[config.mk]
export PLATFORM = sky130hd
export DESIGN_NAME = sfl_wrsr_guard
export DESIGN_NICKNAME = d
export VERILOG_FILES = /design/src/rtl/sfl_pkg.sv /design/src/rtl/sfl_sync.sv /design/src/rtl/sfl_frame_rx.sv /design/src/rtl/sfl_status_core.sv /design/src/rtl/sfl_wrsr_guard.sv
export SDC_FILE = /design/constraint.sdc
export NUM_CORES = 1
export LEC_CHECK = 0
export ABC_AREA = 1
export BUFFER_PORTS_ARGS = -buffer_cell sky130_fd_sc_hd__buf_4
export CORE_ASPECT_RATIO = 1.4
export CORE_MARGIN = 2
export CORE_UTILIZATION = 40
export DETAILED_ROUTE_END_ITERATION = 10
export GPL_TIMING_DRIVEN = 0
export HOLD_SLACK_MARGIN = 0.1
export MAX_ROUTING_LAYER = met4
export PLACE_DENSITY = 0.65
export SYNTH_ARGS = -nofsm -noshare
export SYNTH_HDL_FRONTEND = slang
export SYNTH_SLANG_ARGS = --single-unit
[constraint.sdc]
create_clock -name clk -period 1.35 [get_ports clk]
set_input_delay 0.2025 -clock clk [delete_from_list [all_inputs] [get_ports clk]]
set_output_delay 0.2025 -clock clk [all_outputs]
set_load 0.01 [all_outputs]
[src/rtl/sfl_pkg.sv]
package sfl_pkg;

    localparam int OPC_W = 8;

    localparam logic [OPC_W-1:0] OPC_ARM_SR = 8'h50;
    localparam logic [OPC_W-1:0] OPC_WR_EN  = 8'h06;
    localparam logic [OPC_W-1:0] OPC_WR_SR  = 8'h01;

    localparam int ST_BUSY   = 0;
    localparam int ST_WEL    = 1;
    localparam int ST_BP_LO  = 2;
    localparam int ST_LOCK   = 7;

    typedef enum logic [1:0] {
        FK_OTHER = 2'd0,
        FK_ARM   = 2'd1,
        FK_WREN  = 2'd2,
        FK_WRSR  = 2'd3
    } frame_kind_e;

    typedef struct packed {
        logic       lock;
        logic [2:0] bp;
    } prot_t;

    localparam prot_t PROT_RST = '{lock: 1'b0, bp: 3'b111};

    function automatic frame_kind_e classify(input logic short_len,
                                             input logic long_len,
                                             input logic [OPC_W-1:0] op_short,
                                             input logic [OPC_W-1:0] op_long);
        frame_kind_e k;
        k = FK_OTHER;
        if (short_len && op_short == OPC_ARM_SR)
            k = FK_ARM;
        else if (short_len && op_short == OPC_WR_EN)
            k = FK_WREN;
        else if (long_len && op_long == OPC_WR_SR)
            k = FK_WRSR;
        return k;
    endfunction

    function automatic prot_t data_to_prot(input logic [7:0] d);
        prot_t p;
        p.lock = d[ST_LOCK];
        p.bp   = d[ST_BP_LO +: 3];
        return p;
    endfunction

    function automatic logic write_allowed(input logic wp_n_lvl, input logic lock);
        return wp_n_lvl | ~lock;
    endfunction

    function automatic logic [7:0] pack_status(input prot_t p, input logic wel);
        logic [7:0] s;
        s                = '0;
        s[ST_BUSY]       = 1'b0;
        s[ST_WEL]        = wel;
        s[ST_BP_LO +: 3] = p.bp;
        s[ST_LOCK]       = p.lock;
        return s;
    endfunction

endpackage

[src/rtl/sfl_sync.sv]
module sfl_sync #(
    parameter int               WIDTH   = 4,
    parameter int               STAGES  = 2,
    parameter logic [WIDTH-1:0] RST_VAL = '1
) (
    input  logic             clk,
    input  logic             rst,
    input  logic [WIDTH-1:0] d,
    output logic [WIDTH-1:0] q
);

    logic [STAGES-1:0][WIDTH-1:0] chain;

    always_ff @(posedge clk) begin
        if (rst) begin
            chain <= {STAGES{RST_VAL}};
        end else begin
            chain[0] <= d;
            for (int s = 1; s < STAGES; s++)
                chain[s] <= chain[s-1];
        end
    end

    assign q = chain[STAGES-1];

endmodule

[src/rtl/sfl_frame_rx.sv]
module sfl_frame_rx
    import sfl_pkg::*;
#(
    parameter int FRAME_MAX = 16
) (
    input  logic        clk,
    input  logic        rst,
    input  logic        cs_n_s,
    input  logic        sck_s,
    input  logic        si_s,
    output logic        done,
    output frame_kind_e kind,
    output logic [7:0]  data
);

    localparam int                CNT_W   = $clog2(FRAME_MAX + 2);
    localparam logic [CNT_W-1:0]  CNT_MAX = {CNT_W{1'b1}};
    localparam logic [CNT_W-1:0]  LEN_SHORT = CNT_W'(OPC_W);
    localparam logic [CNT_W-1:0]  LEN_LONG  = CNT_W'(FRAME_MAX);

    logic                 sck_d, cs_n_d;
    logic                 sck_rise, cs_rise, cs_fall;
    logic [CNT_W-1:0]     cnt;
    logic [FRAME_MAX-1:0] sh;

    assign sck_rise = sck_s & ~sck_d;
    assign cs_rise  = cs_n_s & ~cs_n_d;
    assign cs_fall  = ~cs_n_s & cs_n_d;

    always_ff @(posedge clk) begin
        if (rst) begin
            sck_d  <= 1'b1;
            cs_n_d <= 1'b1;
        end else begin
            sck_d  <= sck_s;
            cs_n_d <= cs_n_s;
        end
    end

    always_ff @(posedge clk) begin
        if (rst) begin
            cnt <= '0;
            sh  <= '0;
        end else if (cs_fall) begin
            cnt <= '0;
            sh  <= '0;
        end else if (!cs_n_s && sck_rise) begin
            sh <= {sh[FRAME_MAX-2:0], si_s};
            if (cnt != CNT_MAX)
                cnt <= cnt + 1'b1;
        end
    end

    always_ff @(posedge clk) begin
        if (rst) begin
            done <= 1'b0;
            kind <= FK_OTHER;
            data <= '0;
        end else begin
            done <= cs_rise;
            if (cs_rise) begin
                kind <= classify(cnt == LEN_SHORT, cnt == LEN_LONG,
                                 sh[OPC_W-1:0], sh[FRAME_MAX-1 -: OPC_W]);
                data <= sh[7:0];
            end
        end
    end

    // a frame result is produced for every chip-select rise and only then
    p_done_on_cs_rise_r2: assert property (@(posedge clk) disable iff (rst)
        cs_rise |=> done);
    p_no_done_idle_r2: assert property (@(posedge clk) disable iff (rst)
        !cs_rise |=> !done);
    // nothing is counted while chip select is high
    p_count_frozen_idle_r2: assert property (@(posedge clk) disable iff (rst)
        cs_n_s |=> $stable(cnt));

endmodule

[src/rtl/sfl_status_core.sv]
module sfl_status_core
    import sfl_pkg::*;
(
    input  logic        clk,
    input  logic        rst,
    input  logic        done,
    input  frame_kind_e kind,
    input  logic [7:0]  data,
    input  logic        wp_n_s,
    output prot_t       prot,
    output logic        wel
);

    logic arm;

    always_ff @(posedge clk) begin
        if (rst) begin
            prot <= PROT_RST;
            wel  <= 1'b0;
            arm  <= 1'b0;
        end else if (done) begin
            unique case (kind)
                FK_ARM: begin
                    arm <= 1'b1;
                end
                FK_WREN: begin
                    arm <= 1'b1;
                    wel <= 1'b1;
                end
                FK_WRSR: begin
                    if (arm && write_allowed(wp_n_s, prot.lock))
                        prot <= data_to_prot(data);
                    arm <= 1'b0;
                    wel <= 1'b0;
                end
                default: begin
                    arm <= 1'b0;
                end
            endcase
        end
    end

    // protection bits move only on a completed frame
    p_hold_between_frames_r2: assert property (@(posedge clk) disable iff (rst)
        !done |=> $stable(prot));
    // pin low with lock set blocks every write
    p_locked_hold_r8: assert property (@(posedge clk) disable iff (rst)
        (done && kind == FK_WRSR && !wp_n_s && prot.lock) |=> $stable(prot));
    // lock cannot drop while the pin is low
    p_lock_sticky_r8: assert property (@(posedge clk) disable iff (rst)
        (!wp_n_s && prot.lock) |=> prot.lock);
    // any non-arming frame leaves the block unarmed
    p_arm_one_shot_r5: assert property (@(posedge clk) disable iff (rst)
        (done && (kind == FK_OTHER || kind == FK_WRSR)) |=> !arm);
    // a write-status frame always clears the latch
    p_wrsr_clears_wel_r7: assert property (@(posedge clk) disable iff (rst)
        (done && kind == FK_WRSR) |=> !wel);

endmodule

[src/rtl/sfl_wrsr_guard.sv]
module sfl_wrsr_guard
    import sfl_pkg::*;
#(
    parameter int SYNC_STAGES = 2,
    parameter int FRAME_MAX   = 16
) (
    input  logic       clk,
    input  logic       rst,
    input  logic       spi_cs_n,
    input  logic       spi_sck,
    input  logic       spi_si,
    input  logic       wp_n,
    output logic [7:0] status_q,
    output logic [2:0] prot_bp,
    output logic       prot_lock
);

    localparam int          SYNC_W   = 4;
    localparam logic [3:0]  SYNC_RST = 4'b1011;

    logic [SYNC_W-1:0] raw_in, sync_out;
    logic              cs_n_s, sck_s, si_s, wp_n_s;
    logic              done;
    frame_kind_e       kind;
    logic [7:0]        data;
    prot_t             prot;
    logic              wel;

    assign raw_in = {wp_n, spi_si, spi_sck, spi_cs_n};
    assign {wp_n_s, si_s, sck_s, cs_n_s} = sync_out;

    sfl_sync #(
        .WIDTH   (SYNC_W),
        .STAGES  (SYNC_STAGES),
        .RST_VAL (SYNC_RST)
    ) u_sync (
        .clk (clk),
        .rst (rst),
        .d   (raw_in),
        .q   (sync_out)
    );

    sfl_frame_rx #(
        .FRAME_MAX (FRAME_MAX)
    ) u_rx (
        .clk    (clk),
        .rst    (rst),
        .cs_n_s (cs_n_s),
        .sck_s  (sck_s),
        .si_s   (si_s),
        .done   (done),
        .kind   (kind),
        .data   (data)
    );

    sfl_status_core u_core (
        .clk    (clk),
        .rst    (rst),
        .done   (done),
        .kind   (kind),
        .data   (data),
        .wp_n_s (wp_n_s),
        .prot   (prot),
        .wel    (wel)
    );

    assign status_q  = pack_status(prot, wel);
    assign prot_bp   = prot.bp;
    assign prot_lock = prot.lock;

endmodule

==> impl_metrics.toml <==
[setup_path]
worstSetupStartpointType = "flip-flop"
cp_top_family = "flip-flops"
path_buf_inv = 1
arrival_ps = 1490
cp_max_fo = 7
crit_path_cell_trace = "ha_4, nand2_2, nor2_2, ha_2, inv_2, nand2_4, o21ai_1, a21oi_1"
worstPathRequired_ps = 1570
crit_path_top_delay_cell = "dfxtp_4"
max_stage_delay_ps = 370
critPathKind = "flip-flop to flip-flop"
crit_path_end_kind = "flip-flop"

[placement]
dpl.hpwl_mm = 2.32
placed_area_um2 = 1990
numPortBuffers = 14
pre_cts_slack_ps = -39.2
gp_congestion = 0.771

[power_and_ir_drop]
leakagePower_nw = 0.906
powerDensity_nw_per_um2 = 1090
peakVddDrop_uv = 598

[sta]
fmax_mhz = 785
rsz0062_at_grt = "true"
tns_ps = 0
fin_worst_skew_ps = 4.02
finalCritPeriodShare_pct = 94.3
hold_viol = 0
slew_viol_final = 0
fin_ws_ps = 76.3
setup_viol = 0
finalCriticalPeriod_ps = 1270
hold_slack_ps = 110

[global_route]
grt_max_degree = 14
grt_pass1_wl_mm = 5.52
antenna_found_initial = 0
grt_pass1_vias = 1314
track_usage_pct = 15.0
grt.overflow.total = 0

[finish]
postLayoutCellArea_um2 = 2190
drive_gt1_share_pct = 24.3
nets = 269
diodes = 0
area_growth_pct = 21.7
post-route-util_pct = 51.2

[drt]
antenna_left = 0
wl_per_cell_um = 10.1
vias_per_cell = 4.55
vias = 1452
drt_iter0_drc = 30
drtPass1Iterations = 4
finalWirelength_mm = 3.22
drc = 0

[cts]
cts.clk_slew.worst_paths_ps = 70
clk_latency_ps = 290
numCtsBuffers = 5
cts_num_sinks = 44
root_buffer = "clkbuf_8"
clockBufferDepth = 2
cts_tree = "yes"
cts.htree.levels = 2

[synthesis]
netlist.area_leader.share_pct = 49.0
synth_top_family_by_area = "simple AND/OR/NAND/NOR gates"
postSynthCellCount = 229
synthTopCellsByArea = "dfxtp_1 49%, nand2_1 9.0%, a21oi_1 8.4%, o21ai_0 5.3%, inv_1 5.2%"
yosys_warnings = 0
synthXorXnorAreaFrac_pct = 0
synth_compound_area_share_pct = 14.8
synth-simple-area-share_pct = 21.4
synthAdderAreaFrac_pct = 3.48
yosys.cell_types.count = 24
yosys_register_bits = 44
avgSynthCellArea_um2 = 7.85
synthMuxAreaShare_pct = 0
syn-cell-area_um2 = 1800
yosysSeqAreaShare_pct = 49.0
synth_area_leader_cell = "dfxtp_1"

[floorplanning]
core_area_um2 = 4270
io_pins = 18
fp.dieH_um = 83.3
start_util_pct = 42.1
fp-row-count = 28
die_x_um = 60.7
die-area_um2 = 5050

[job]
maxCapViolCount = 0

[min_path]
min_path_type = "input port to flip-flop"

[status]
status = "complete, no violations"
## state kept, by name, summed over array words and instances, names as in the netlist
name	flops
u_rx.data	4
u_sync.q	4
u_rx.cs_n_d	1
u_core.arm	1
u_rx.sh	16
u_core.prot	4
u_rx.done	1
u_rx.kind	2
u_core.wel	1
u_sync.chain	4
u_rx.cnt	5
u_rx.sck_d	1
## Yosys cell counts (all sizes together)
| cell | n |
|---|---|
| o21ai | 20 |
| ha | 5 |
| nand4 | 1 |
| nand3 | 8 |
| a21oi | 31 |
| dfxtp | 44 |
| nand2 | 45 |
| clkinv | 1 |
| nand3b | 1 |
| clkbuf | 1 |
| buf | 13 |
| or2 | 6 |
| nor2 | 21 |
| inv | 27 |
| conb | 1 |
| nor3 | 4 |
## layout make-up
class / instances / area, um2
tap: 60 / 75.1
buffer: 14 / 88.8
fill: 447 / 2090
multi-input combinational: 145 / 757
sequential: 44 / 888
clock inverter: 2 / 35.0
inverter: 28 / 110
timing repair buffer: 20 / 161
clock buffer: 6 / 72.6
## cell families after synthesis
family | count (synthesis)
adder cells (fa/ha/maj) | 5
flip-flops | 44
AO/OA/AOI/OAI | 51
buffers and inverters | 42
AND/OR/NAND/NOR | 86
other | 1
## power by group
group / internal (W) / leakage [nW] / switching (W)
logic: 0.0000467 / 0.492 / 0.0000569
clock network: 0.000549 / 0.0552 / 0.000419
registers: 0.00131 / 0.359 / 0.00000854
## cell usage in the layout, fill, tap and decap left out, types with 2 or more instances in the layout
master	n
ha_1	2
inv_2	3
buf_4	24
inv_1	24
o21ai_0	15
o21ai_1	4
nand2_2	2
buf_2	5
conb_1	3
nand2_1	42
or2_2	6
dfxtp_4	2
ha_2	2
nor3_1	3
clkbuf_8	5
nor2_2	5
dfxtp_1	42
dlygate4sd3_1	3
a21oi_1	30
nor2_1	16
nand3_1	8
clkbuf_1	2
## repair_timing
| action | in CTS | in global routing |
|---|---|---|
| pin swaps | 1 | 4 |
| resized for setup | 3 | 16 |
| endpoints found under the hold margin | 3 | 0 |
| gates cloned | 0 | 0 |
| buffers inserted | 1 | 2 |
| hold buffers | 3 | 0 |
| setup endpoints to repair | 5 | 7 |
## per-layer routing
metal | global-route usage [%] | wire, um | vias to the layer above
li1 | - | - | 775
met1 | 15.8 | 1340 | 653
met2 | 24.0 | 1710 | 20
met3 | 4.83 | 95 | 4
met4 | 7.71 | 76 | 0
met5 | - | 0 | -
## worst reg2reg max path: cells and delay by family (launching register included)
family / cells / cell delay, ps
DFF: 1 / 370
adders and majority gates: 2 / 340
and+or+nand+nor: 3 / 250
AOI/OAI and AO/OA: 2 / 210
buffers and inverters: 1 / 50
## path summary, 6_finish.rpt
check                          to  cells after the start             from  slack (ps)
setup reg to reg      u_rx.cnt[1]                      8      u_rx.cnt[1]          80
setup / recovery      u_rx.cnt[1]                      8      u_rx.cnt[1]          80
hold / removal    u_sync.chain[2]                      3           spi_si         110
hold reg to reg       u_sync.q[2]                      2  u_sync.chain[2]         410
## stage by stage
step	instances	power (W)
6_report	319	0.00239
3_3_place_gp	305	0.00145
4_1_cts	317	0.00243
5_1_grt	319	0.00251
2_1_floorplan	231	0.00142
3_5_place_dp	305	0.00145
Power figures use the tool's default switching activity.
